<file path="src/rtl/cfg_reload_pkg.sv">
package cfg_reload_pkg;
    localparam int ADR_CTRL   = 0;
    localparam int ADR_RELOAD = 1;
    localparam int ADR_IEN    = 2;
    localparam int ADR_ISTAT  = 3;
    localparam int ADR_ICLR   = 4;
    localparam int ADR_CFG0   = 8;

    localparam int NUM_SRC    = 4;
    localparam int SRC_LINE   = 0;
    localparam int SRC_URUN   = 1;
    localparam int SRC_XERR   = 2;
    localparam int SRC_RELOAD = 3;

    localparam int REQ_IMM    = 0;
    localparam int REQ_VBL    = 1;
endpackage

</file>
<file path="src/rtl/cfg_shadow_bank.sv">
module cfg_shadow_bank #(
    parameter int NUM_CFG = 4,
    parameter int CFG_W   = 32,
    parameter int ADDR_W  = 4,
    parameter int BASE    = 8
) (
    input  logic                     clk,
    input  logic                     rst_n,
    input  logic                     wr_i,
    input  logic [ADDR_W-1:0]        addr_i,
    input  logic [CFG_W-1:0]         wdata_i,
    input  logic                     load_i,
    output logic [NUM_CFG*CFG_W-1:0] shadow_o,
    output logic [NUM_CFG*CFG_W-1:0] active_o
);
    typedef struct packed {
        logic [CFG_W-1:0] shadow;
        logic [CFG_W-1:0] active;
    } slot_t;

    for (genvar i = 0; i < NUM_CFG; i++) begin : g_slot
        slot_t slot_d, slot_q;
        logic  hit;

        assign hit = wr_i && (addr_i == ADDR_W'(BASE + i));

        always_comb begin
            slot_d = slot_q;
            // the copy takes the value held before this edge's write
            if (load_i) slot_d.active = slot_q.shadow;
            if (hit)    slot_d.shadow = wdata_i;
        end

        always_ff @(posedge clk or negedge rst_n) begin
            if (!rst_n) slot_q <= '0;
            else        slot_q <= slot_d;
        end

        assign shadow_o[i*CFG_W +: CFG_W] = slot_q.shadow;
        assign active_o[i*CFG_W +: CFG_W] = slot_q.active;
    end
endmodule

</file>
<file path="src/rtl/cfg_reload_ctrl.sv">
module cfg_reload_ctrl (
    input  logic       clk,
    input  logic       rst_n,
    input  logic       req_wr_i,
    input  logic [1:0] req_wdata_i,
    input  logic       disp_en_i,
    input  logic       vblank_i,
    output logic [1:0] req_o,
    output logic       fire_o
);
    import cfg_reload_pkg::*;

    typedef struct packed {
        logic vbl;
        logic imm;
    } req_t;

    req_t req_d, req_q;
    logic vbl_go;

    // a deferred request also goes when the display is off: no strobe follows
    assign vbl_go = req_q.vbl && (vblank_i || !disp_en_i);
    assign fire_o = req_q.imm || vbl_go;

    always_comb begin
        req_d = req_q;
        if (fire_o) begin
            req_d.imm = 1'b0;
            req_d.vbl = 1'b0;
        end
        if (req_wr_i) begin
            req_d.imm = req_d.imm | req_wdata_i[REQ_IMM];
            req_d.vbl = req_d.vbl | req_wdata_i[REQ_VBL];
        end
    end

    always_ff @(posedge clk or negedge rst_n) begin
        if (!rst_n) req_q <= '0;
        else        req_q <= req_d;
    end

    assign req_o = {req_q.vbl, req_q.imm};
endmodule

</file>
<file path="src/rtl/cfg_irq_ctrl.sv">
module cfg_irq_ctrl #(
    parameter int NSRC = 4
) (
    input  logic            clk,
    input  logic            rst_n,
    input  logic            en_wr_i,
    input  logic            clr_wr_i,
    input  logic [NSRC-1:0] wdata_i,
    input  logic [NSRC-1:0] evt_i,
    output logic [NSRC-1:0] en_o,
    output logic [NSRC-1:0] stat_o,
    output logic            irq_o
);
    typedef struct packed {
        logic [NSRC-1:0] en;
        logic [NSRC-1:0] stat;
    } irq_t;

    irq_t st_d, st_q;
    logic [NSRC-1:0] clr_mask;

    assign clr_mask = clr_wr_i ? wdata_i : '0;

    always_comb begin
        st_d = st_q;
        if (en_wr_i) st_d.en = wdata_i;
        // set after clear: an event in the clearing cycle survives
        st_d.stat = (st_q.stat & ~clr_mask) | evt_i;
    end

    always_ff @(posedge clk or negedge rst_n) begin
        if (!rst_n) st_q <= '0;
        else        st_q <= st_d;
    end

    assign en_o   = st_q.en;
    assign stat_o = st_q.stat;
    assign irq_o  = |(st_q.stat & st_q.en);
endmodule

</file>
<file path="src/rtl/cfg_reload_irq.sv">
module cfg_reload_irq #(
    parameter int NUM_CFG = 4,
    parameter int CFG_W   = 32,
    parameter int ADDR_W  = 4,
    parameter int DATA_W  = 32
) (
    input  logic                     clk,
    input  logic                     rst_n,
    input  logic                     reg_wr_i,
    input  logic [ADDR_W-1:0]        reg_addr_i,
    input  logic [DATA_W-1:0]        reg_wdata_i,
    output logic [DATA_W-1:0]        reg_rdata_o,
    input  logic                     vblank_i,
    input  logic                     line_evt_i,
    input  logic                     fifo_urun_i,
    input  logic                     xfer_err_i,
    output logic [NUM_CFG*CFG_W-1:0] cfg_active_o,
    output logic                     disp_en_o,
    output logic                     irq_o
);
    import cfg_reload_pkg::*;

    localparam int FLAT_W = NUM_CFG * CFG_W;

    typedef struct packed {
        logic disp_en;
    } ctrl_t;

    ctrl_t ctrl_d, ctrl_q;

    logic               wr_ctrl, wr_reload, wr_ien, wr_iclr;
    logic [1:0]         req;
    logic               fire;
    logic [NUM_SRC-1:0] ien, status, events;
    logic [FLAT_W-1:0]  shadow_flat;

    assign wr_ctrl   = reg_wr_i && (reg_addr_i == ADDR_W'(ADR_CTRL));
    assign wr_reload = reg_wr_i && (reg_addr_i == ADDR_W'(ADR_RELOAD));
    assign wr_ien    = reg_wr_i && (reg_addr_i == ADDR_W'(ADR_IEN));
    assign wr_iclr   = reg_wr_i && (reg_addr_i == ADDR_W'(ADR_ICLR));

    always_comb begin
        ctrl_d = ctrl_q;
        if (wr_ctrl) ctrl_d.disp_en = reg_wdata_i[0];
    end

    always_ff @(posedge clk or negedge rst_n) begin
        if (!rst_n) ctrl_q <= '0;
        else        ctrl_q <= ctrl_d;
    end

    assign disp_en_o = ctrl_q.disp_en;

    cfg_reload_ctrl u_reload (
        .clk        (clk),
        .rst_n      (rst_n),
        .req_wr_i   (wr_reload),
        .req_wdata_i(reg_wdata_i[1:0]),
        .disp_en_i  (ctrl_q.disp_en),
        .vblank_i   (vblank_i),
        .req_o      (req),
        .fire_o     (fire)
    );

    cfg_shadow_bank #(
        .NUM_CFG(NUM_CFG),
        .CFG_W  (CFG_W),
        .ADDR_W (ADDR_W),
        .BASE   (ADR_CFG0)
    ) u_bank (
        .clk     (clk),
        .rst_n   (rst_n),
        .wr_i    (reg_wr_i),
        .addr_i  (reg_addr_i),
        .wdata_i (reg_wdata_i[CFG_W-1:0]),
        .load_i  (fire),
        .shadow_o(shadow_flat),
        .active_o(cfg_active_o)
    );

    always_comb begin
        events             = '0;
        events[SRC_LINE]   = line_evt_i;
        events[SRC_URUN]   = fifo_urun_i;
        events[SRC_XERR]   = xfer_err_i;
        events[SRC_RELOAD] = fire;
    end

    cfg_irq_ctrl #(.NSRC(NUM_SRC)) u_irq (
        .clk     (clk),
        .rst_n   (rst_n),
        .en_wr_i (wr_ien),
        .clr_wr_i(wr_iclr),
        .wdata_i (reg_wdata_i[NUM_SRC-1:0]),
        .evt_i   (events),
        .en_o    (ien),
        .stat_o  (status),
        .irq_o   (irq_o)
    );

    always_comb begin
        reg_rdata_o = '0;
        if (reg_addr_i == ADDR_W'(ADR_CTRL))   reg_rdata_o = DATA_W'(ctrl_q.disp_en);
        if (reg_addr_i == ADDR_W'(ADR_RELOAD)) reg_rdata_o = DATA_W'(req);
        if (reg_addr_i == ADDR_W'(ADR_IEN))    reg_rdata_o = DATA_W'(ien);
        if (reg_addr_i == ADDR_W'(ADR_ISTAT))  reg_rdata_o = DATA_W'(status);
        for (int i = 0; i < NUM_CFG; i++) begin
            if (reg_addr_i == ADDR_W'(ADR_CFG0 + i))
                reg_rdata_o = DATA_W'(shadow_flat[i*CFG_W +: CFG_W]);
        end
    end
endmodule

</file>
<file path="config.mk">
export PLATFORM = sky130hd
export DESIGN_NAME = cfg_reload_irq
export DESIGN_NICKNAME = d
export VERILOG_FILES = /design/src/rtl/cfg_reload_pkg.sv /design/src/rtl/cfg_shadow_bank.sv /design/src/rtl/cfg_reload_ctrl.sv /design/src/rtl/cfg_irq_ctrl.sv /design/src/rtl/cfg_reload_irq.sv
export SDC_FILE = /design/constraint.sdc
export NUM_CORES = 1
export LEC_CHECK = 0
export BUFFER_PORTS_ARGS = -buffer_cell sky130_fd_sc_hd__buf_2
export CORE_ASPECT_RATIO = 0.9
export CORE_MARGIN = 2
export CORE_UTILIZATION = 60
export CTS_CLUSTER_SIZE = 14
export DETAILED_ROUTE_END_ITERATION = 6
export GPL_ROUTABILITY_DRIVEN = 1
export PLACE_DENSITY = 0.89
export REMOVE_ABC_BUFFERS = 1
export SLEW_MARGIN = 20
export SYNTH_ARGS = -nofsm -noshare
export SYNTH_HDL_FRONTEND = slang
export SYNTH_SLANG_ARGS = --single-unit
</file>
<file path="constraint.sdc">
create_clock -name clk -period 2.4 [get_ports clk]
set_input_delay 0.24 -clock clk [delete_from_list [all_inputs] [get_ports clk]]
set_output_delay 0.24 -clock clk [all_outputs]
set_load 0.01 [all_outputs]
</file>
# ---- Yosys cells after proc, flatten, opt, wreduce, memory -nomap -nowiden
# Cells that the tools add are included.
dict set report word_totals {
  output_inout_bits 162
  in_bits 43
  register_bits 267
}
dict set report classes {
  n_eq_ne 8
  reduce_logical 14
  mux 11
  bitwise 6
}
# operator count
set op_table {}
lappend op_table {{32-bit 2-to-1 mux} 7}
lappend op_table {{4-bit equality test, second input constant} 4}
lappend op_table {{1-bit logical AND} 9}
lappend op_table {{4-bit AND} 2}
lappend op_table {{4-bit by 2-bit equality test with 1-bit output, second input constant} 2}
lappend op_table {{4-bit by 1-bit equality test with 1-bit output, second input constant} 1}
lappend op_table {{4-bit by 3-bit equality test with 1-bit output, second input constant} 1}
lappend op_table {{4-bit logical NOT} 1}
lappend op_table {{2-bit 2-to-1 mux} 2}
lappend op_table {{4-bit 2-to-1 mux} 1}
lappend op_table {{4-bit NOT} 1}
lappend op_table {{4-bit OR} 1}
lappend op_table {{4-bit OR reduction} 1}
lappend op_table {{1-bit logical OR} 2}
lappend op_table {{1-bit OR} 2}
lappend op_table {{1-bit logical NOT} 1}
lappend op_table {{1-bit 2-to-1 mux} 1}

# ---- Logic depth before layout (Yosys ltp)
# Gate-level depths: netlist of the first run.
dict set report depth {
  ltp_word 9
  mapped_depth 8
  depth_no_buf 4
}

# ---- Modules after synthesis
# A second synthesis of the first run with hierarchy kept.
dict set report hier_totals {
  hier_cells 773
  hier_area_um2 11189.5
}
# module area_each_um2 instances cells_each seq_area_each_um2
set modules_own_cells {}
lappend modules_own_cells {cfg_shadow_bank 9615.5 1 545 6406.1}
lappend modules_own_cells {cfg_reload_irq 1172.4 1 197 25.0}
lappend modules_own_cells {cfg_irq_ctrl 309.0 1 23 200.2}
lappend modules_own_cells {cfg_reload_ctrl 92.6 1 8 50.0}

# ---- Worst setup path after synthesis of the first run
# No wires, ideal clock.
dict set report synth_timing {
  path_kind {input to output}
  from {input reg_addr_i[0]}
  to {output reg_rdata_o[18]}
  n_path_buf 4
  slack_ns 0.689
  cell_stages 8
  t_arrival_ns 1.471
  required_ns 2.160
  path_cell_list {buf_2 -> buf_2 -> buf_4 -> buf_2 -> nand2_1 -> a21oi_1 -> a21oi_1 -> nor2_1}
}
dict set report synth_between {
  elab_chain_len 7
  elab_cells_between_ends 12
}
# element line_no
set synth_rtl {}
lappend synth_rtl {{start: declaration} cfg_reload_irq.sv:10} ;# input logic [ADDR_W-1:0] reg_addr_i,
lappend synth_rtl {{4-bit by 2-bit equality test with 1-bit output} cfg_reload_irq.sv:105} ;# if (reg_addr_i == ADDR_W'(ADR_IEN)) reg_rdata_o = DATA_W'(ien);
lappend synth_rtl {{32-bit 2-to-1 mux} cfg_reload_irq.sv:105}
lappend synth_rtl {{32-bit 2-to-1 mux} cfg_reload_irq.sv:106} ;# if (reg_addr_i == ADDR_W'(ADR_ISTAT)) reg_rdata_o = DATA_W'(status);
lappend synth_rtl {{32-bit 2-to-1 mux (3 in series)} cfg_reload_irq.sv:108} ;# if (reg_addr_i == ADDR_W'(ADR_CFG0 + i))
lappend synth_rtl {{32-bit 2-to-1 mux (*)} cfg_reload_irq.sv:108}
lappend synth_rtl {{end: declaration} cfg_reload_irq.sv:12} ;# output logic [DATA_W-1:0] reg_rdata_o,
# Mark *: on every way between the ends. The rest lies on a longest branch, timed or not.

# ---- Worst setup path in the final report of the first run
dict set report layout_timing {
  from {register u_irq.st_q (netlist bit u_irq.en_o[2])}
  to {output reg_rdata_o[2]}
}
dict set report layout_between {
  elab_chain_len 6
}
# element line_no
set layout_rtl {}
lappend layout_rtl {{start: declaration} cfg_irq_ctrl.sv:19} ;# irq_t st_d, st_q;
lappend layout_rtl {{start signal: assignment} cfg_irq_ctrl.sv:33} ;# else st_q <= st_d;
lappend layout_rtl {{32-bit 2-to-1 mux} cfg_reload_irq.sv:105}
lappend layout_rtl {{32-bit 2-to-1 mux} cfg_reload_irq.sv:106}
lappend layout_rtl {{32-bit 2-to-1 mux (4 in series)} cfg_reload_irq.sv:108}
# Every way passes these cells.

==> results_dict.tcl, run 1 <==
set metrics [dict create \
    drive_gt1_share_pct 54.2 \
    portBuffers 204 \
    fin_nets 1056 \
    async_reset_ff_share_pct 100 \
    ir_drop_mv 0.736 \
    drc 0 \
    ff2ff_path_depth 4 \
    die-area_mm2 0.0198 \
    avgRoutedWirePerCell_um 21.2 \
    core-area_mm2 0.0183 \
    clk_latency_ps 530 \
    grt_pass1_vias 7727 \
    end_kind "output port" \
    dpl.cell_count 1201 \
    syn_area_per_cell_um2 14.6 \
    reg2reg_from "disp_en_o$_DFFE_PN0P_" \
    areaGrowthSynthToFinish_pct 23.4 \
    synth-seq-cells 267 \
    fp.dieH_um 134 \
    cp-start-kind "flop" \
    numCtsBuffers 27 \
    period_share_pct 89.0 \
    synth_area_mm2 0.0112 \
    synth_flop_cell "dfrtp_1" \
    final_cells 1277 \
    layout_common_cells "dfrtp_1, mux2_2, buf_2" \
    ys_seq_area_share_pct 59.5 \
    r2r_end "u_bank.active_o[113]$_DFFE_PN0P_" \
    fillCellCount 1121 \
    grt_pass1_wl_um 43000 \
    skew_ps 9.01 \
    gp_congestion 0.809 \
    synth_fa_ha_area_share_pct 0 \
    drt_wl_total_um 27100 \
    slew_violations 0 \
    root_buffer "clkbuf_16" \
    power-per-cell-area_mw_per_mm2 1140 \
    hold_viol_final 0 \
    worstPathRequired_ps 2160 \
    synthSimpleGateAreaFrac_pct 4.21 \
    period_minus_slack_ps 2140 \
    postCtsResizedCells 0 \
    worst_slew_pin_slew_ps 548 \
    slew_headroom_pct 63.5 \
    synth_edf_count 0 \
    grt_use_total_pct 27.7 \
    yosysUniqueCellTypes 39 \
    multi_input_area_mm2 0.00429 \
    yosys-mux-area-fraction_pct 29.8 \
    fin_setup_tns_ps 0 \
    min_path_cells 2 \
    rows 47 \
    drt_iter0_drc 528 \
    htreeDepth 1 \
    cts_buffer_depth 3 \
    synth_compound_area_share_pct 3.88 \
    post_dp_cell_area_mm2 0.0127 \
    grt_overflow_total 0 \
    cp.arrival_ps 1900 \
    status "completed" \
    ioPinCount 205 \
    ys_warn_count 0 \
    synthXorXnorAreaFrac_pct 0 \
    final_common_cell "dfrtp_1" \
    max_freq_mhz 468 \
    holdCritPathClass "primary input to flop" \
    cap_violations 0 \
    rsz0062_at_grt "false" \
    synth_top_family_by_area "multiplexers" \
    fin_area_mm2 0.0139 \
    path_max_fanout 3 \
    clkTransAtPathRegs_ps 60 \
    diodes 0 \
    num_vias 7457 \
    drt.antenna.violating_nets 0 \
    critPathKind "flop to output port" \
    antenna_found_initial 0 \
    leakage_nw 6.68 \
    cts_tree "done" \
    die_w_um 148 \
    synth_top_cell_by_area "dfrtp_1" \
    yosysTopAreaCellShare_pct 59.5 \
    place_hpwl_um 17100 \
    hold_path_end "u_bank.shadow_o[20]$_DFFE_PN0P_" \
    initial_core_util_pct 61.2 \
    dr.pass1.iters 4 \
    grt_max_degree 69 \
    synth.area.top_cells "dfrtp_1, mux2_2, mux2_4" \
    synthCells 771 \
    reg2reg_slack_ps 470 \
    vias_per_cell 5.84 \
    seqCellArea_mm2 0.00668 \
    min_from "reg_wdata_i[20]" \
    finalSetupViolCount 0 \
    cts.sinks 267 \
]
## cell usage after synthesis, types with 2 or more instances
cell type  instances
mux2_2           231
nand2b_1           4
and2_1            10
nor2_1            43
dfrtp_1          267
buf_6              3
a21o_1             3
buf_2             26
a22oi_1            2
a2111oi_0          2
o21ai_0           20
o22a_1             2
mux4_2            12
nand2_1           30
buf_12             3
a21oi_1           42
mux2_4            30
nor4_1             2
nor2b_1            3
clkbuf_1          16
nor3_2             2
## where the power goes
group | total, mW | internal, mW | switching, mW
registers | 7.11 | 6.07 | 1.04
logic | 4.43 | 2.44 | 1.99
clock network | 4.29 | 2.55 | 1.74
## metrics by stage
step / setup WS (ps) / power (mW) / hold WS [ps] / util, %
after global placement: 449 / 11.2 / 243 / 69.0
after floorplan: -5240 / 9.67 / -55.6 / -
after CTS: 239 / 15.9 / 0.324 / 75.5
after global routing: 107 / 16.6 / 3.08 / 75.5
after detailed placement: 434 / 11.5 / 246 / 69.0
final: 264 / 15.8 / 19.9 / 75.5
## layout make-up
type	count	share of cell area, %
inverter	1	0.0271
sequential	267	48.2
timing repair buffer	262	12.0
tap	245	2.21
clock buffer	37	5.51
clock inverter	11	1.03
multi-input combinational	454	31.0
## critical path: stages (launching register included)
cell and delay (ps):
dfrtp_1 360, nor2b_1 130, a211oi_1 50, a2111oi_0 490, o22a_1 210, buf_2 130
## worst max path at each step
stage / start / endpoint / slack (ps)
floorplan: disp_en_o$_DFFE_PN0P_ / u_bank.active_o[0]$_DFFE_PN0P_ / -5240
global placement: reg_addr_i[2] / u_bank.shadow_o[12]$_DFFE_PN0P_ / 450
detailed placement: reg_addr_i[1] / u_bank.shadow_o[80]$_DFFE_PN0P_ / 430
CTS: u_irq.en_o[2]$_DFFE_PN0P_ / reg_rdata_o[2] / 240
global route: u_irq.en_o[2]$_DFFE_PN0P_ / reg_rdata_o[2] / 110
finish: u_irq.en_o[2]$_DFFE_PN0P_ / reg_rdata_o[2] / 260
## state kept, by name, indices dropped and copies added (netlist names)
name and cells:
disp_en_o 1, u_bank.active_o 128, u_bank.shadow_o 128, u_irq.en_o 4
u_irq.stat_o 4, u_reload.req_o 2
## per-layer routing
| metal | up-vias | global-route usage, % | share of wire [%] |
|---|---|---|---|
| li1 | 3232 | - | - |
| met1 | 3853 | 40.2 | 43 |
| met2 | 319 | 43.9 | 48 |
| met3 | 53 | 5.00 | 6.9 |
| met4 | 0 | 7.46 | 2.3 |
| met5 | - | 0 | 0 |
## what timing repair did
item | 4_1_cts | 5_1_grt
endpoints found under the hold margin | 145 | 0
setup buffers | 0 | 0
hold buffers | 28 | 0
## cell families after synthesis
family,after synthesis
simple gates,102
compound gates,77
mux,275
buf+inv,50
flops,267
Power figures use the tool's default switching activity.
==> inputs of run 2 (changes only) <==
--- a/config.mk
+++ b/config.mk
@@ -14,6 +14,7 @@
 export GPL_ROUTABILITY_DRIVEN = 1
 export PLACE_DENSITY = 0.89
 export REMOVE_ABC_BUFFERS = 1
+export SETUP_SLACK_MARGIN = 0.5
 export SLEW_MARGIN = 20
 export SYNTH_ARGS = -nofsm -noshare
 export SYNTH_HDL_FRONTEND = slang
==> results_dict.tcl, run 2 (synthesis gave the netlist of run 1 again) <==
set metrics [dict create \
    ir_drop_mv 0.739 \
    leakage_nw 6.93 \
    p_int_mw 11.3 \
    wl_met3_um 1880 \
    fp.dieH_um 134 \
    avgRoutedWirePerCell_um 21.8 \
    highest_layer "met4" \
    status "completed" \
    cts.sinks 267 \
    period_share_pct 83.8 \
    gp_congestion 0.809 \
    core-area_mm2 0.0183 \
    final_common_cell "dfrtp_1" \
    hold_path_end "u_bank.shadow_o[20]$_DFFE_PN0P_" \
    r2r_end "u_bank.active_o[117]$_DFFE_PN0P_" \
    cts_buffer_depth 3 \
    clkTransAtPathRegs_ps 60 \
    critPathKind "flop to output port" \
    pwr-share-comb_pct 29.8 \
    dpl.cell_count 1201 \
    vias_per_cell 5.81 \
    grt_max_degree 69 \
    pwr-share-seq_pct 43.7 \
    p_sw_share_pct 30.4 \
    layout_common_cells "dfrtp_1, mux2_2, buf_2" \
    path_max_fanout 2 \
    finalSetupViolCount 0 \
    fillCellCount 1041 \
    slew_headroom_pct 63.2 \
    hold_viol_final 0 \
    post-route-util_pct 78.0 \
    fin_setup_tns_ps 0 \
    grt_use_total_pct 29.1 \
    max_freq_mhz 497 \
    power-per-cell-area_mw_per_mm2 1130 \
    reg2reg_slack_ps 700 \
    whs_ps 19.4 \
    grt_pass1_wl_um 44800 \
    ioPinCount 205 \
    diodes 0 \
    drc 0 \
    drt.antenna.violating_nets 0 \
    fin_ws_ps 389 \
    fin_area_mm2 0.0143 \
    power_switching_mw 4.93 \
    drt_wl_total_um 28800 \
    reg2reg_from "disp_en_o$_DFFE_PN0P_" \
    met1_length_um 12100 \
    root_buffer "clkbuf_16" \
    clk_latency_ps 530 \
    min_path_cells 2 \
    end_kind "output port" \
    power_frac_clock_pct 26.5 \
    fin_nets 1100 \
    holdCritPathClass "primary input to flop" \
    portBuffers 204 \
    worstPathRequired_ps 2160 \
    areaGrowthSynthToFinish_pct 27.4 \
    p_total_mw 16.2 \
    post_dp_cell_area_mm2 0.0127 \
    cap_violations 0 \
    rsz0062_at_grt "true" \
    detailedPlace.worstSlack_ps 434 \
    skew_ps 7.75 \
    cp-start-kind "flop" \
    place_hpwl_um 17100 \
    antenna_found_initial 0 \
    num_vias 7670 \
    slew_violations 0 \
    grt_pass1_vias 8021 \
    min_from "reg_wdata_i[20]" \
    worst_slew_pin_slew_ps 552 \
    final_cells 1321 \
    htreeDepth 1 \
    dr.pass1.iters 5 \
    numCtsBuffers 27 \
    drive_gt1_share_pct 57.3 \
    period_minus_slack_ps 2010 \
    cts_tree "done" \
    initial_core_util_pct 61.2 \
    die-area_mm2 0.0198 \
    drt_iter0_drc 519 \
    met2_length_um 14000 \
    die_w_um 148 \
    cp.arrival_ps 1770 \
    ff2ff_path_depth 5 \
    grt_overflow_total 0 \
    rows 47 \
]
[run 2: per-layer routing]
layer / vias to the layer above / track usage (%)
li1: 3318 / -
met1: 3976 / 40.5
met2: 308 / 47.5
met3: 68 / 5.75
met4: 0 / 8.36
met5: - / 0
[run 2: worst max path at each step]
| stage | startpoint | endpoint | slack, ps | cells past startpoint |
|---|---|---|---|---|
| floorplan | disp_en_o$_DFFE_PN0P_ | u_bank.active_o[0]$_DFFE_PN0P_ | -5240 | 3 |
| global placement | reg_addr_i[2] | u_bank.shadow_o[12]$_DFFE_PN0P_ | 450 | 5 |
| detailed placement | reg_addr_i[1] | u_bank.shadow_o[80]$_DFFE_PN0P_ | 430 | 6 |
| CTS | u_bank.shadow_o[67]$_DFFE_PN0P_ | reg_rdata_o[3] | 410 | 4 |
| global route | u_reload.req_o[0]$_DFF_PN0_ | reg_rdata_o[0] | 350 | 4 |
| finish | u_reload.req_o[0]$_DFF_PN0_ | reg_rdata_o[0] | 390 | 4 |
[run 2: area by class of cell]
cell class / instances / area [um2] / share of cell area, %
Timing Repair Buffer: 306 / 2060 / 14.4
Clock buffer: 37 / 763 / 5.33
Inverter: 1 / 3.75 / 0.0262
Clock inverter: 11 / 143 / 0.997
Multi-Input combinational cell: 454 / 4350 / 30.4
Tap cell: 245 / 307 / 2.14
Sequential cell: 267 / 6680 / 46.7
[run 2: power groups by stage]
stage          clock, mW  sequential, mW  combinational [mW]
2_1_floorplan          0            7.35                2.31
3_3_place_gp           0            7.02                4.23
3_5_place_dp           0            7.12                4.39
4_1_cts             4.35            7.03                4.78
5_1_grt             4.53            7.24                5.17
6_report            4.30            7.08                4.84
[run 2: critical path, cell delays in order (launching register included)]
cell,delay [ps]
dfrtp_1,400
nand2b_1,100
a2111oi_2,400
o22a_1,200
buf_2,150
[run 2: what timing repair did]
action / in CTS / in global routing
pin swaps: 14 / 3
setup buffers: 38 / 6
setup endpoints to repair: 33 / 27
gates resized for setup: 19 / 11
endpoints found under the hold margin: 145 / 0
hold buffers: 28 / 0
==> inputs of run 3 (changes only) <==
--- a/config.mk
+++ b/config.mk
@@ -8,11 +8,11 @@
 export BUFFER_PORTS_ARGS = -buffer_cell sky130_fd_sc_hd__buf_2
 export CORE_ASPECT_RATIO = 0.9
 export CORE_MARGIN = 2
-export CORE_UTILIZATION = 60
+export CORE_UTILIZATION = 56
 export CTS_CLUSTER_SIZE = 14
 export DETAILED_ROUTE_END_ITERATION = 6
 export GPL_ROUTABILITY_DRIVEN = 1
-export PLACE_DENSITY = 0.89
+export PLACE_DENSITY = 0.84
 export REMOVE_ABC_BUFFERS = 1
 export SETUP_SLACK_MARGIN = 0.5
 export SLEW_MARGIN = 20
==> constraint.sdc (replaced) <==
create_clock -name clk -period 1.9 [get_ports clk]
set_input_delay 0.19 -clock clk [delete_from_list [all_inputs] [get_ports clk]]
set_output_delay 0.19 -clock clk [all_outputs]
set_load 0.01 [all_outputs]
==> results_dict.tcl, run 3 (synthesis gave the netlist of run 1 again) <==
set metrics [dict create \
    cp_cell_sequence "nor2b_1 > a211oi_2 > a2111oi_4 > o22a_1 > buf_2" \
    leakage_nw 8.32 \
    grt_max_degree 66 \
    layout_common_cells "dfrtp_1, buf_2, mux2_4" \
    cp_top_family "compound AO/OA/AOI/OAI gates" \
    core-area_mm2 0.0198 \
    max_freq_mhz 514 \
    detailedPlace.worstSlack_ps 182 \
    cap_violations 0 \
    whs_ps 127 \
    cts_buffer_depth 3 \
    p_total_mw 23.7 \
    avgRoutedWirePerCell_um 25.5 \
    drive_gt1_share_pct 63.6 \
    fin_setup_tns_ps -121 \
    gp_congestion 0.772 \
    cts_tree "done" \
    portBuffers 204 \
    path_max_fanout 3 \
    status "finished, violations left" \
    fin_ws_ps -44.8 \
    cts.sinks 267 \
    holdCritPathClass "primary input to flop" \
    fp.dieH_um 138 \
    numCtsBuffers 27 \
    dpl.cell_count 1221 \
    antenna_found_initial 0 \
    initial_core_util_pct 56.7 \
    cp_slowest_cell "dfrtp_1" \
    hold_viol_final 0 \
    ir_drop_mv 0.926 \
    final_common_cell "dfrtp_1" \
    rows 49 \
    clk_latency_ps 530 \
    final_cells 1432 \
    post-route-util_pct 82.8 \
    critPathBufInv 1 \
    areaGrowthSynthToFinish_pct 45.9 \
    end_kind "output port" \
    dr.pass1.iters 5 \
    finalSetupViolCount 3 \
    cp-start-kind "flop" \
    critPathMaxStageDelay_ps 400 \
    period_minus_slack_ps 1940 \
    drt.antenna.violating_nets 0 \
    fillCellCount 939 \
    power-per-cell-area_mw_per_mm2 1450 \
    root_buffer "clkbuf_16" \
    grt_pass1_wl_um 54500 \
    fin_nets 1200 \
    grt_pass1_vias 8958 \
    slew_headroom_pct 60.7 \
    cp.arrival_ps 1750 \
    rsz0062_at_grt "true" \
    vias_per_cell 5.94 \
    slew_violations 0 \
    die-area_mm2 0.0212 \
    post_dp_cell_area_mm2 0.0128 \
    violations "setup timing" \
    die_w_um 153 \
    worstPathRequired_ps 1710 \
    period_share_pct 102 \
    diodes 0 \
    clkTransAtPathRegs_ps 60 \
    grt_overflow_total 0 \
    worst_slew_pin_slew_ps 590 \
    drc 0 \
    htreeDepth 1 \
    grt_use_total_pct 33.2 \
    ioPinCount 205 \
    place_hpwl_um 17800 \
    drt_iter0_drc 547 \
    num_vias 8511 \
    drt_wl_total_um 36500 \
    critPathKind "flop to output port" \
    skew_ps 12.2 \
    fin_area_mm2 0.0164 \
]
[run 3: changes by cell type in the layout (fill, tap and decap cells not counted), moves of 13 or more]
cell | previous run | this run
mux2_2 | 231 | 103
mux2_4 | 30 | 158
buf_4 | 63 | 109
a21oi_1 | 40 | 19
a21oi_2 | 1 | 22
buf_16 | 0 | 19
o21ai_0 | 18 | 1
buf_6 | 11 | 24
[run 3: report_power, final]
part	total, mW	internal, mW	switching [mW]
Clock	5.55	3.27	2.27
Sequential	9.10	7.67	1.43
Combinational	9.04	5.41	3.63
[run 3: layout make-up]
class,count,area (um2),share of cell area [%]
Clock buffer,43,836,5.10
Clock inverter,6,86.3,0.527
Inverter,1,3.75,0.0229
Multi-Input combinational cell,454,4990,30.5
Sequential cell,267,6680,40.8
Tap cell,255,319,1.95
Timing Repair Buffer,406,3470,21.2
[run 3: layer usage]
metal | up-vias | part of all wire, % | global-route usage, % | wire (um)
li1 | 3534 | - | - | -
met1 | 4445 | 39 | 44.6 | 14300
met2 | 454 | 50 | 55.7 | 18400
met3 | 78 | 7.4 | 6.27 | 2700
met4 | 0 | 2.9 | 10.1 | 1060
met5 | - | 0 | 0 | 0
[run 3: timing repair]
item | 4_1_cts | 5_1_grt
endpoints found under the setup margin | 162 | 164
cloned | 18 | 1
hold endpoints to repair | 185 | 0
pin swaps | 28 | 33
buffers inserted | 80 | 27
hold buffers | 36 | 0
resized for setup | 213 | 53
[run 3: worst min-delay path, stage by stage]
cell,delay (ps)
buf_2,120
nor2b_1,140
nand4_1,90
nand2_1,60
[run 3: final timing paths]
| path | startpoint | to | slack [ps] | cells past startpoint |
|---|---|---|---|---|
| setup / recovery | u_irq.en_o[2]$_DFFE_PN0P_ | reg_rdata_o[2] | -40 | 5 |
| hold / removal | reg_wr_i | u_reload.req_o[1]$_DFF_PN0_ | 130 | 4 |
| setup reg to reg | disp_en_o$_DFFE_PN0P_ | u_bank.active_o[94]$_DFFE_PN0P_ | 140 | 9 |
| hold reg to reg | u_bank.active_o[51]$_DFFE_PN0P_ | u_bank.active_o[51]$_DFFE_PN0P_ | 510 | 1 |
| max in group asynchronous | rst_n | u_bank.active_o[0]$_DFFE_PN0P_ | 990 | 3 |
| min in group asynchronous | rst_n | u_bank.active_o[52]$_DFFE_PN0P_ | 220 | 2 |
